==> src/rtl/bmx_pkg.sv <==
package bmx_pkg;
   localparam int FUNC_W = 7;

   localparam logic [FUNC_W-1:0] F_ZAP    = 7'h30;
   localparam logic [FUNC_W-1:0] F_ZAPNOT = 7'h31;
   localparam logic [FUNC_W-1:0] F_SRL    = 7'h34;
   localparam logic [FUNC_W-1:0] F_SLL    = 7'h39;
   localparam logic [FUNC_W-1:0] F_INSB   = 7'h0B;

   typedef enum logic [2:0] {
      K_NONE,
      K_ZAP,
      K_ZAPNOT,
      K_EXT,
      K_MSK,
      K_INS,
      K_SLL,
      K_SRL
   } op_kind_e;
endpackage

==> src/rtl/bmx_decode.sv <==
module bmx_decode
   import bmx_pkg::*;
(
   input  logic [FUNC_W-1:0] func,
   output op_kind_e          kind,
   output logic [1:0]        size_log2,
   output logic              illegal
);
   always_comb begin
      kind      = K_NONE;
      size_log2 = 2'd0;
      unique case (func)
         F_ZAP:    kind = K_ZAP;
         F_ZAPNOT: kind = K_ZAPNOT;
         F_SRL:    kind = K_SRL;
         F_SLL:    kind = K_SLL;
         F_INSB:   kind = K_INS;
         7'h02, 7'h12, 7'h22, 7'h32: begin
            kind      = K_MSK;
            size_log2 = func[5:4];
         end
         7'h06, 7'h16, 7'h26, 7'h36: begin
            kind      = K_EXT;
            size_log2 = func[5:4];
         end
         default: kind = K_NONE;
      endcase
   end

   assign illegal = (kind == K_NONE);
endmodule

==> src/rtl/bmx_mask_gen.sv <==
module bmx_mask_gen
   import bmx_pkg::*;
#(
   parameter int BYTES = 8,
   localparam int SEL_W = $clog2(BYTES)
) (
   input  op_kind_e         kind,
   input  logic [1:0]       size_log2,
   input  logic [SEL_W-1:0] sel,
   input  logic [BYTES-1:0] zmask,
   output logic [BYTES-1:0] keep
);
   logic [BYTES-1:0]   size_mask;
   logic [2*BYTES-1:0] size_wide;
   logic [2*BYTES-1:0] size_shifted;
   logic [2*BYTES-1:0] one_shifted;

   // Field of 1, 2, 4 or 8 bytes, capped at the word width.
   always_comb begin
      size_mask = '0;
      for (int i = 0; i < BYTES; i++)
         if (i < (1 << size_log2)) size_mask[i] = 1'b1;
   end

   assign size_wide    = {{BYTES{1'b0}}, size_mask};
   assign size_shifted = size_wide << sel;
   assign one_shifted  = {{(2*BYTES-1){1'b0}}, 1'b1} << sel;

   always_comb begin
      keep = '0;
      unique case (kind)
         K_ZAP:        keep = ~zmask;
         K_ZAPNOT:     keep = zmask;
         K_EXT:        keep = size_mask;
         K_MSK:        keep = ~size_shifted[BYTES-1:0];
         K_INS:        keep = one_shifted[BYTES-1:0];
         K_SLL, K_SRL: keep = '1;
         default:      keep = '0;
      endcase
   end

   // insertion keeps exactly one lane
   always_comb
      if (kind == K_INS) a_r6_ins_one_lane: assert ($onehot(keep));
endmodule

==> src/rtl/bmx_shifter.sv <==
module bmx_shifter #(
   parameter int DATA_W      = 64,
   parameter bit LOG_SHIFTER = 1'b1,
   localparam int SHW = $clog2(DATA_W)
) (
   input  logic [DATA_W-1:0] din,
   input  logic [SHW-1:0]    amt,
   input  logic              left,
   output logic [DATA_W-1:0] dout
);
   generate
      if (LOG_SHIFTER) begin : g_log
         logic [DATA_W-1:0] stage [SHW+1];
         assign stage[0] = din;
         for (genvar s = 0; s < SHW; s++) begin : g_stage
            always_comb begin
               if (!amt[s])
                  stage[s+1] = stage[s];
               else if (left)
                  stage[s+1] = stage[s] << (1 << s);
               else
                  stage[s+1] = stage[s] >> (1 << s);
            end
         end
         assign dout = stage[SHW];
      end else begin : g_flat
         assign dout = left ? (din << amt) : (din >> amt);
      end
   endgenerate

   // a zero count passes the operand through untouched
   always_comb
      if (amt == '0) a_r7_zero_count: assert (dout == din);
endmodule

==> src/rtl/byte_lane_unit.sv <==
module byte_lane_unit
   import bmx_pkg::*;
#(
   parameter int DATA_W      = 64,
   parameter int LIT_W       = 8,
   parameter int IDX_W       = 5,
   parameter int ZERO_IDX    = 31,
   parameter bit LOG_SHIFTER = 1'b1
) (
   input  logic              clk,
   input  logic              rst_n,
   input  logic              req_valid,
   input  logic [6:0]        func,
   input  logic              use_lit,
   input  logic [LIT_W-1:0]  lit,
   input  logic [DATA_W-1:0] opa,
   input  logic [DATA_W-1:0] opb_reg,
   input  logic [IDX_W-1:0]  dest_idx,
   output logic              rsp_valid,
   output logic [DATA_W-1:0] rsp_data,
   output logic              rsp_illegal,
   output logic              rsp_wr_en,
   output logic [IDX_W-1:0]  rsp_dest
);
   localparam int BYTES = DATA_W / 8;
   localparam int SEL_W = $clog2(BYTES);
   localparam int SHW   = $clog2(DATA_W);

   generate
      if (DATA_W < 16 || (DATA_W & (DATA_W - 1)) != 0) begin : g_bad_width
         $error("DATA_W must be a power of two of at least 16");
      end
      if (LIT_W > DATA_W || LIT_W < 1) begin : g_bad_lit
         $error("LIT_W must lie between 1 and DATA_W");
      end
      if (ZERO_IDX >= (1 << IDX_W) || ZERO_IDX < 0) begin : g_bad_idx
         $error("ZERO_IDX must be encodable in IDX_W bits");
      end
      if (SEL_W + 3 != SHW) begin : g_bad_sel
         $error("byte offset and bit count widths disagree");
      end
   endgenerate

   // Operand B selection
   logic [DATA_W-1:0] opb;
   assign opb = use_lit ? {{(DATA_W-LIT_W){1'b0}}, lit} : opb_reg;

   // Decode
   op_kind_e   kind;
   logic [1:0] size_log2;
   logic       ill_c;

   bmx_decode u_dec (
      .func      (func),
      .kind      (kind),
      .size_log2 (size_log2),
      .illegal   (ill_c)
   );

   // Shift amount and direction
   logic [SEL_W-1:0] sel;
   logic [SHW-1:0]   amt;
   logic             left;
   assign sel = opb[SEL_W-1:0];

   always_comb begin
      left = (kind == K_INS) || (kind == K_SLL);
      unique case (kind)
         K_SLL, K_SRL: amt = opb[SHW-1:0];
         K_EXT, K_INS: amt = {sel, 3'b000};
         default:      amt = '0;
      endcase
   end

   logic [DATA_W-1:0] shifted;

   bmx_shifter #(
      .DATA_W      (DATA_W),
      .LOG_SHIFTER (LOG_SHIFTER)
   ) u_sh (
      .din  (opa),
      .amt  (amt),
      .left (left),
      .dout (shifted)
   );

   // Per-byte keep mask
   logic [BYTES-1:0] keep;

   bmx_mask_gen #(.BYTES(BYTES)) u_mask (
      .kind      (kind),
      .size_log2 (size_log2),
      .sel       (sel),
      .zmask     (opb[BYTES-1:0]),
      .keep      (keep)
   );

   logic [DATA_W-1:0] res_c;
   generate
      for (genvar b = 0; b < BYTES; b++) begin : g_lane
         assign res_c[8*b +: 8] = keep[b] ? shifted[8*b +: 8] : 8'h00;
      end
   endgenerate

   // Output register
   always_ff @(posedge clk or negedge rst_n) begin
      if (!rst_n) begin
         rsp_valid   <= 1'b0;
         rsp_data    <= '0;
         rsp_illegal <= 1'b0;
         rsp_wr_en   <= 1'b0;
         rsp_dest    <= '0;
      end else begin
         rsp_valid <= req_valid;
         if (req_valid) begin
            rsp_data    <= res_c;
            rsp_illegal <= ill_c;
            rsp_wr_en   <= !ill_c && (dest_idx != IDX_W'(ZERO_IDX));
            rsp_dest    <= dest_idx;
         end
      end
   end

   // Assertions
   a_r1_latency: assert property (@(posedge clk) disable iff (!rst_n)
      req_valid |=> rsp_valid);
   a_r1_idle: assert property (@(posedge clk) disable iff (!rst_n)
      !req_valid |=> (!rsp_valid && $stable(rsp_data)));
   a_r8_illegal_quiet: assert property (@(posedge clk) disable iff (!rst_n)
      rsp_illegal |-> (rsp_data == '0 && !rsp_wr_en));
   a_r9_zero_dest: assert property (@(posedge clk) disable iff (!rst_n)
      (rsp_valid && rsp_dest == IDX_W'(ZERO_IDX)) |-> !rsp_wr_en);
   a_r3_zapnot_empty: assert property (@(posedge clk) disable iff (!rst_n)
      (req_valid && func == F_ZAPNOT && opb[BYTES-1:0] == '0) |=> rsp_data == '0);
   a_r7_srl_zero: assert property (@(posedge clk) disable iff (!rst_n)
      (req_valid && func == F_SRL && opb[SHW-1:0] == '0) |=> rsp_data == $past(opa));
endmodule

==> config.mk <==
export PLATFORM = sky130hd
export DESIGN_NAME = byte_lane_unit
export DESIGN_NICKNAME = d
export VERILOG_FILES = /design/src/rtl/bmx_pkg.sv /design/src/rtl/bmx_decode.sv /design/src/rtl/bmx_mask_gen.sv /design/src/rtl/bmx_shifter.sv /design/src/rtl/byte_lane_unit.sv
export SDC_FILE = /design/constraint.sdc
export NUM_CORES = 1
export LEC_CHECK = 0
export ABC_AREA = 1
export BUFFER_PORTS_ARGS = -buffer_cell sky130_fd_sc_hd__buf_2
export CAP_MARGIN = 20
export CORE_MARGIN = 2
export CORE_UTILIZATION = 45
export DETAILED_ROUTE_END_ITERATION = 12
export GPL_ROUTABILITY_DRIVEN = 0
export HOLD_SLACK_MARGIN = 0.03
export PLACE_DENSITY = 0.67
export SLEW_MARGIN = 20
export SYNTH_ARGS = -nofsm -noshare
export SYNTH_HDL_FRONTEND = slang
export SYNTH_SLANG_ARGS = --single-unit
==> constraint.sdc <==
create_clock -name clk -period 0.8 [get_ports clk]
set_input_delay 0.2 -clock clk [delete_from_list [all_inputs] [get_ports clk]]
set_output_delay 0.2 -clock clk [all_outputs]
set_load 0.01 [all_outputs]
==> metrics.csv, run 1 <==
stage,metric,value,unit
logic_synthesis,synthTopCellsByCount,"nand2_1 (1071), nand3_1 (442), inv_1 (99)",
cts,cts_made_buffers,9,
logic_synthesis,synth_xor_area_share,0,%
global_route,grt_util_all_layers,63.90,%
logic_synthesis,synthSimpleGateAreaFrac,67.49,%
cts,root_buffer,clkbuf_16,
logic_synthesis,muxShareOfSynthArea,0.09063,%
global_route,grt_max_degree,52,
logic_synthesis,synth-async-reset-ratio,100.0,%
status,status,aborted with a tool error,
logic_synthesis,syn_inst,2118,
logic_synthesis,syn_avg_cell_area,5.215,sq um
place,dp_hpwl,36.32,mm
logic_synthesis,ys_ff_latch,72,
place,port_buffers,167,
status,error_line,[ERROR GRT-0232] Routing congestion too high. Check the congestion heatmap in the GUI.,
logic_synthesis,synthFlopType,dfrtp_1,
cts,cts.sinks,72,
timing,grt-worst-endpoint,rsp_data[60]$_DFFE_PN0P_/D,
logic_synthesis,synth_most_common_cell,nand2_1,
status,haltStage,5_1_grt,
logic_synthesis,yosysTopAreaCell,nand2_1,
floorplan,chipHeight,160.7,microns
floorplan,initial_core_util,45.68,%
timing,worst-ep-kind,register data pin,
logic_synthesis,syn_nets,2270,
place,post-place-ws,-1865,ps
floorplan,pin_count,224,
logic_synthesis,synthTopCellsByArea,"nand2_1 (36%), nand3_1 (20%), dfrtp_1 (16%)",
floorplan,row_count,57,
global_route,overflow,5,
logic_synthesis,synth_top_family_by_area,simple AND/OR/NAND/NOR gates,
global_route,antenna_found_initial,3,
place,post-place-cells,2762,
logic_synthesis,syn_area,11040,sq um
cts,htreeDepth,3,
floorplan,die_w,160.7,microns
logic_synthesis,synthAdderAreaFrac,0,%
logic_synthesis,ys.warnings.count,0,
logic_synthesis,synth_compound_area_share,5.574,%
logic_synthesis,synth_top_area_share,36.40,%
logic_synthesis,synth-edff-count,0,
logic_synthesis,yosysUniqueCellTypes,40,
logic_synthesis,ys_seq_area_share,16.31,%
cts,clockBufferDepth,2,
## metrics by stage
| step | utilization (%) | hold WS [ps] | instance area, sq um |
|---|---|---|---|
| 4_1_cts | 68.61 | 73.57 | 16590 |
| 3_5_place_dp | 59.44 | 89.64 | 14370 |
| 3_3_place_gp | 59.44 | 85.28 | 14370 |
| 2_1_floorplan | - | -95.59 | 11450 |
## cell families after synthesis
logic type,count (synthesis)
buffers and inverters,244
flip-flops,72
AO/OA/AOI/OAI,108
AND/OR/NAND/NOR,1693
multiplexers,1
## metal layers
layer / overflow / track usage, %
met1: 0 / 64.30
met3: 0 / 49.90
met5: 0 / 20.08
met2: 3 / 81.35
met4: 2 / 58.07
## timing repair
item | 4_1_cts
setup endpoints to repair | 138
pin swaps | 89
hold buffers | 1
setup buffers | 20
cloned | 6
hold endpoints to repair | 71
gates resized for setup | 370
==> run 2: changes to the inputs <==
--- a/config.mk
+++ b/config.mk
@@ -9,11 +9,10 @@
 export BUFFER_PORTS_ARGS = -buffer_cell sky130_fd_sc_hd__buf_2
 export CAP_MARGIN = 20
 export CORE_MARGIN = 2
-export CORE_UTILIZATION = 45
+export CORE_UTILIZATION = 30
 export DETAILED_ROUTE_END_ITERATION = 12
 export GPL_ROUTABILITY_DRIVEN = 0
-export HOLD_SLACK_MARGIN = 0.03
-export PLACE_DENSITY = 0.67
+export PLACE_DENSITY_LB_ADDON = 0.15
 export SLEW_MARGIN = 20
 export SYNTH_ARGS = -nofsm -noshare
 export SYNTH_HDL_FRONTEND = slang
==> run 2 against run 1 <==
The flow now finishes, with violations (negative setup slack). Synthesized area stayed put. Synthesized cell count stayed put.
==> metrics.csv, run 2 <==
stage,metric,value,unit,change
layout,reg_top3,"rsp_data x64, rsp_dest x5",,
place,dp_hpwl,40.90,mm,+13%
status,violations,negative setup slack,,
global_route,grt_pass1_vias,15590,,
timing,clock_skew,0,ps,
layout,num_antenna_cells,0,,
timing,period_needed,2270,ps,
timing,max_slew_margin,66.36,%,
power_and_ir_drop,netSwitchingFraction,35.70,%,
floorplan,initial_core_util,30.31,%,-15 points
timing,worst_pin_slew,504.1,ps,
timing,rsz0062_at_grt,yes,,
timing,drv_slew,0,,
cts,clockBufferDepth,2,,unchanged
layout,layout_commonest_cell,nand2_1,,
worst_setup_path,critPathKind,in -> reg,,
layout,fill_cells,3798,,
logic_synthesis,syn_area,11040,sq um,unchanged
route,vias_per_cell,5.342,,
logic_synthesis,ys_ff_latch,72,,unchanged
global_route,antenna_found_initial,0,,
logic_synthesis,synthFlopType,dfrtp_1,,
hold_path,min_to,rsp_dest[0],,
worst_setup_path,cp.arrival,2550,ps,
worst_setup_path,cp.required,1080,ps,
power_and_ir_drop,power.share.sequential,27.7,%,
logic_synthesis,synthTopCellsByArea,"nand2_1 (36%), nand3_1 (20%), dfrtp_1 (16%)",,
logic_synthesis,synth_top_area_share,36.40,%,unchanged
timing,final-hold-violation-count,0,,
hold_path,hp-class,in -> reg,,
floorplan,core,36430,sq um,
power_and_ir_drop,clkPwrFrac,35.4,%,
status,status,"finished, violations left",,
timing,holdWs,62.30,ps,
layout,final_cell_mix,"nand2_1 (928), buf_4 (265), nand3_1 (226)",,
route,wl_per_cell,18.19,microns,
floorplan,chipHeight,195.9,microns,+22%
timing,fmax,440.5,MHz,
flow_run,maxCapViolCount,0,,
logic_synthesis,syn_avg_cell_area,5.215,sq um,unchanged
worst_setup_path,slowest_delay,220,ps,
worst_setup_path,timing.reg2reg.setup_slack,80,ps,
worst_setup_path,cp_slowest_cell,buf_4,,
logic_synthesis,syn_inst,2118,,unchanged
hold_path,hold_depth,3,,
timing,period_share,283.8,%,
route,postRouteAntennaNets,0,,
global_route,overflow,0,,
layout,syn2layout_area_growth,58.33,%,
cts,htreeDepth,3,,unchanged
power_and_ir_drop,p_leak,9.265,nW,
worst_setup_path,crit_family,simple AND/OR/NAND/NOR gates,,
worst_setup_path,crit_path_start_kind,input port,,
logic_synthesis,yosysTopAreaCell,nand2_1,,
route,vias,15890,,
timing,fin_tns_setup,-109770,ps,
layout,largest_reg_flops,64,,
cts,clk_latency,340,ps,
route,drtIter0Drc,1516,,
cts,root_buffer,clkbuf_16,,
layout,ff_latch_area,1804,sq um,
timing,setup_violations,138,,
power_and_ir_drop,switchingPower,4.834,mW,
global_route,grt_pass1_wl,84.64,mm,
global_route,grt_max_degree,51,,
route,drt_first_pass_iters,6,,
cts,cts.sinks,72,,unchanged
floorplan,row_count,70,,+23%
floorplan,pin_count,224,,unchanged
worst_setup_path,worstRegToRegCells,2,,
logic_synthesis,synth_most_common_cell,nand2_1,,
logic_synthesis,synth-edff-count,0,,unchanged
layout,regMostFlops,rsp_data,,
global_route,grt_util_all_layers,27.66,%,
power_and_ir_drop,combPwrFrac,36.9,%,
power_and_ir_drop,cellPowerDensity,774.3,nW/um^2,
power_and_ir_drop,ir_drop,1.069,mV,
worst_setup_path,path_max_fanout,19,,
timing,setup_slack,-1470,ps,
cts,cts_tree,done,,
hold_path,hp-start,dest_idx[0],,
logic_synthesis,yosysUniqueCellTypes,40,,unchanged
cts,cts_made_buffers,9,,unchanged
layout,nets,2653,,
layout,drive_gt1_share,39.62,%,
logic_synthesis,synth-async-reset-ratio,100.0,%,unchanged
logic_synthesis,ys_seq_area_share,16.31,%,unchanged
worst_setup_path,crit-reg2reg-launch,rsp_data[50],,
logic_synthesis,syn_nets,2270,,unchanged
route,drc,0,,
logic_synthesis,synthTopCellsByCount,"nand2_1 (1071), nand3_1 (442), inv_1 (99)",,
floorplan,die_area,38370,sq um,
worst_setup_path,r2r-end,rsp_data[50],,
place,port_buffers,167,,unchanged
cts,clk_pin_slew,70,ps,
floorplan,die_w,195.9,microns,+22%
worst_setup_path,worst-path-buf-inv,6,,
route,wl,54.10,mm,
layout,multi_input_area,10080,sq um,
power_and_ir_drop,internal_power,8.706,mW,
worst_setup_path,crit_path_end_kind,register,,
worst_setup_path,cp_cell_sequence,buf_8 -> inv_2 -> nand2_2 -> nor2_4 -> nand2_4 -> buf_12 -> nand2_8 -> nand2_8 -> buf_4 -> buf_4 -> nand3_1 -> nand3_2 -> nand2_2 -> nand3_2 -> nand2_1 -> buf_4 -> nand4_1 -> a21oi_1 -> nand2_1 -> nand2_1,,
logic_synthesis,ys.warnings.count,0,,unchanged
-- run 2: cell counts after synthesis --
Identical to the previous run, type by type.
-- run 2: cell families after synthesis --
family                 after synthesis  share of synthesized area, %
AOI/OAI and AO/OA                  108                         5.574
buffers and inverters              244                         10.54
DFF                                 72                         16.31
muxes                                1                       0.09063
and+or+nand+nor                   1693                         67.49
-- run 2: routing by layer --
| metal | GRT usage, % | part of all wire, % | vias to the layer above |
|---|---|---|---|
| li1 | - | - | 7620 |
| met1 | 34.45 | 41 | 7480 |
| met2 | 48.85 | 48 | 651 |
| met3 | 3.404 | 6.7 | 135 |
| met4 | 10.21 | 4.2 | 0 |
| met5 | 0 | 0 | - |
-- run 2: layout make-up --
cell class                 instances  area share, %
multi-input combinational       1803          57.66
timing repair buffer             501          24.17
sequential                        72          10.32
clock buffer                      10          1.309
inverter                         114          2.533
tap                              468          3.349
clock inverter                     6         0.6583
-- run 2: worst max path at each step --
stage	start	to	slack [ps]	cells after the start
after floorplan	func[4]	rsp_data[41]	-1280	21
after detailed placement	func[1]	rsp_data[63]	-1920	17
after global routing	func[5]	rsp_data[63]	-1610	21
final	func[1]	rsp_data[61]	-1470	20
after CTS	func[1]	rsp_data[3]	-1440	22
after global placement	func[1]	rsp_data[63]	-1890	17
-- run 2: per-stage QoR --
stage | total power [mW] | instances | util, % | worst slack, ps | cell area, sq um
global route | 14.20 | 2974 | 47.99 | -1606 | 17490
floorplan | 6.194 | 2118 | - | -1283 | 11450
finish | 13.54 | 2974 | 47.99 | -1470 | 17490
detailed placement | 8.123 | 2919 | 40.24 | -1921 | 14660
global placement | 8.098 | 2919 | 40.24 | -1893 | 14660
CTS | 13.34 | 2961 | 45.75 | -1444 | 16670
-- run 2: power by group through the flow --
stage | Clock, mW | Sequential, mW | Combinational, mW
after CTS | 4.87 | 3.76 | 4.71
after floorplan | 0 | 3.86 | 2.34
final | 4.79 | 3.76 | 4.99
after global routing | 4.99 | 3.76 | 5.45
after detailed placement | 0 | 3.82 | 4.30
after global placement | 0 | 3.82 | 4.28
-- run 2: worst register-to-register path: cells and delay by family, from the launching register on --
kind | cells | cell delay (ps)
flops | 1 | 460
simple gates | 2 | 150
-- run 2: what timing repair did --
| action | CTS | global route |
|---|---|---|
| gates resized for setup | 295 | 152 |
| setup buffers | 15 | 9 |
| hold buffers | 1 | 0 |
| setup endpoints to repair | 138 | 138 |
| cloned | 10 | 5 |
| hold endpoints to repair | 72 | 0 |
| pin swaps | 34 | 23 |
Note: power is estimated with default switching activity, not from simulation.
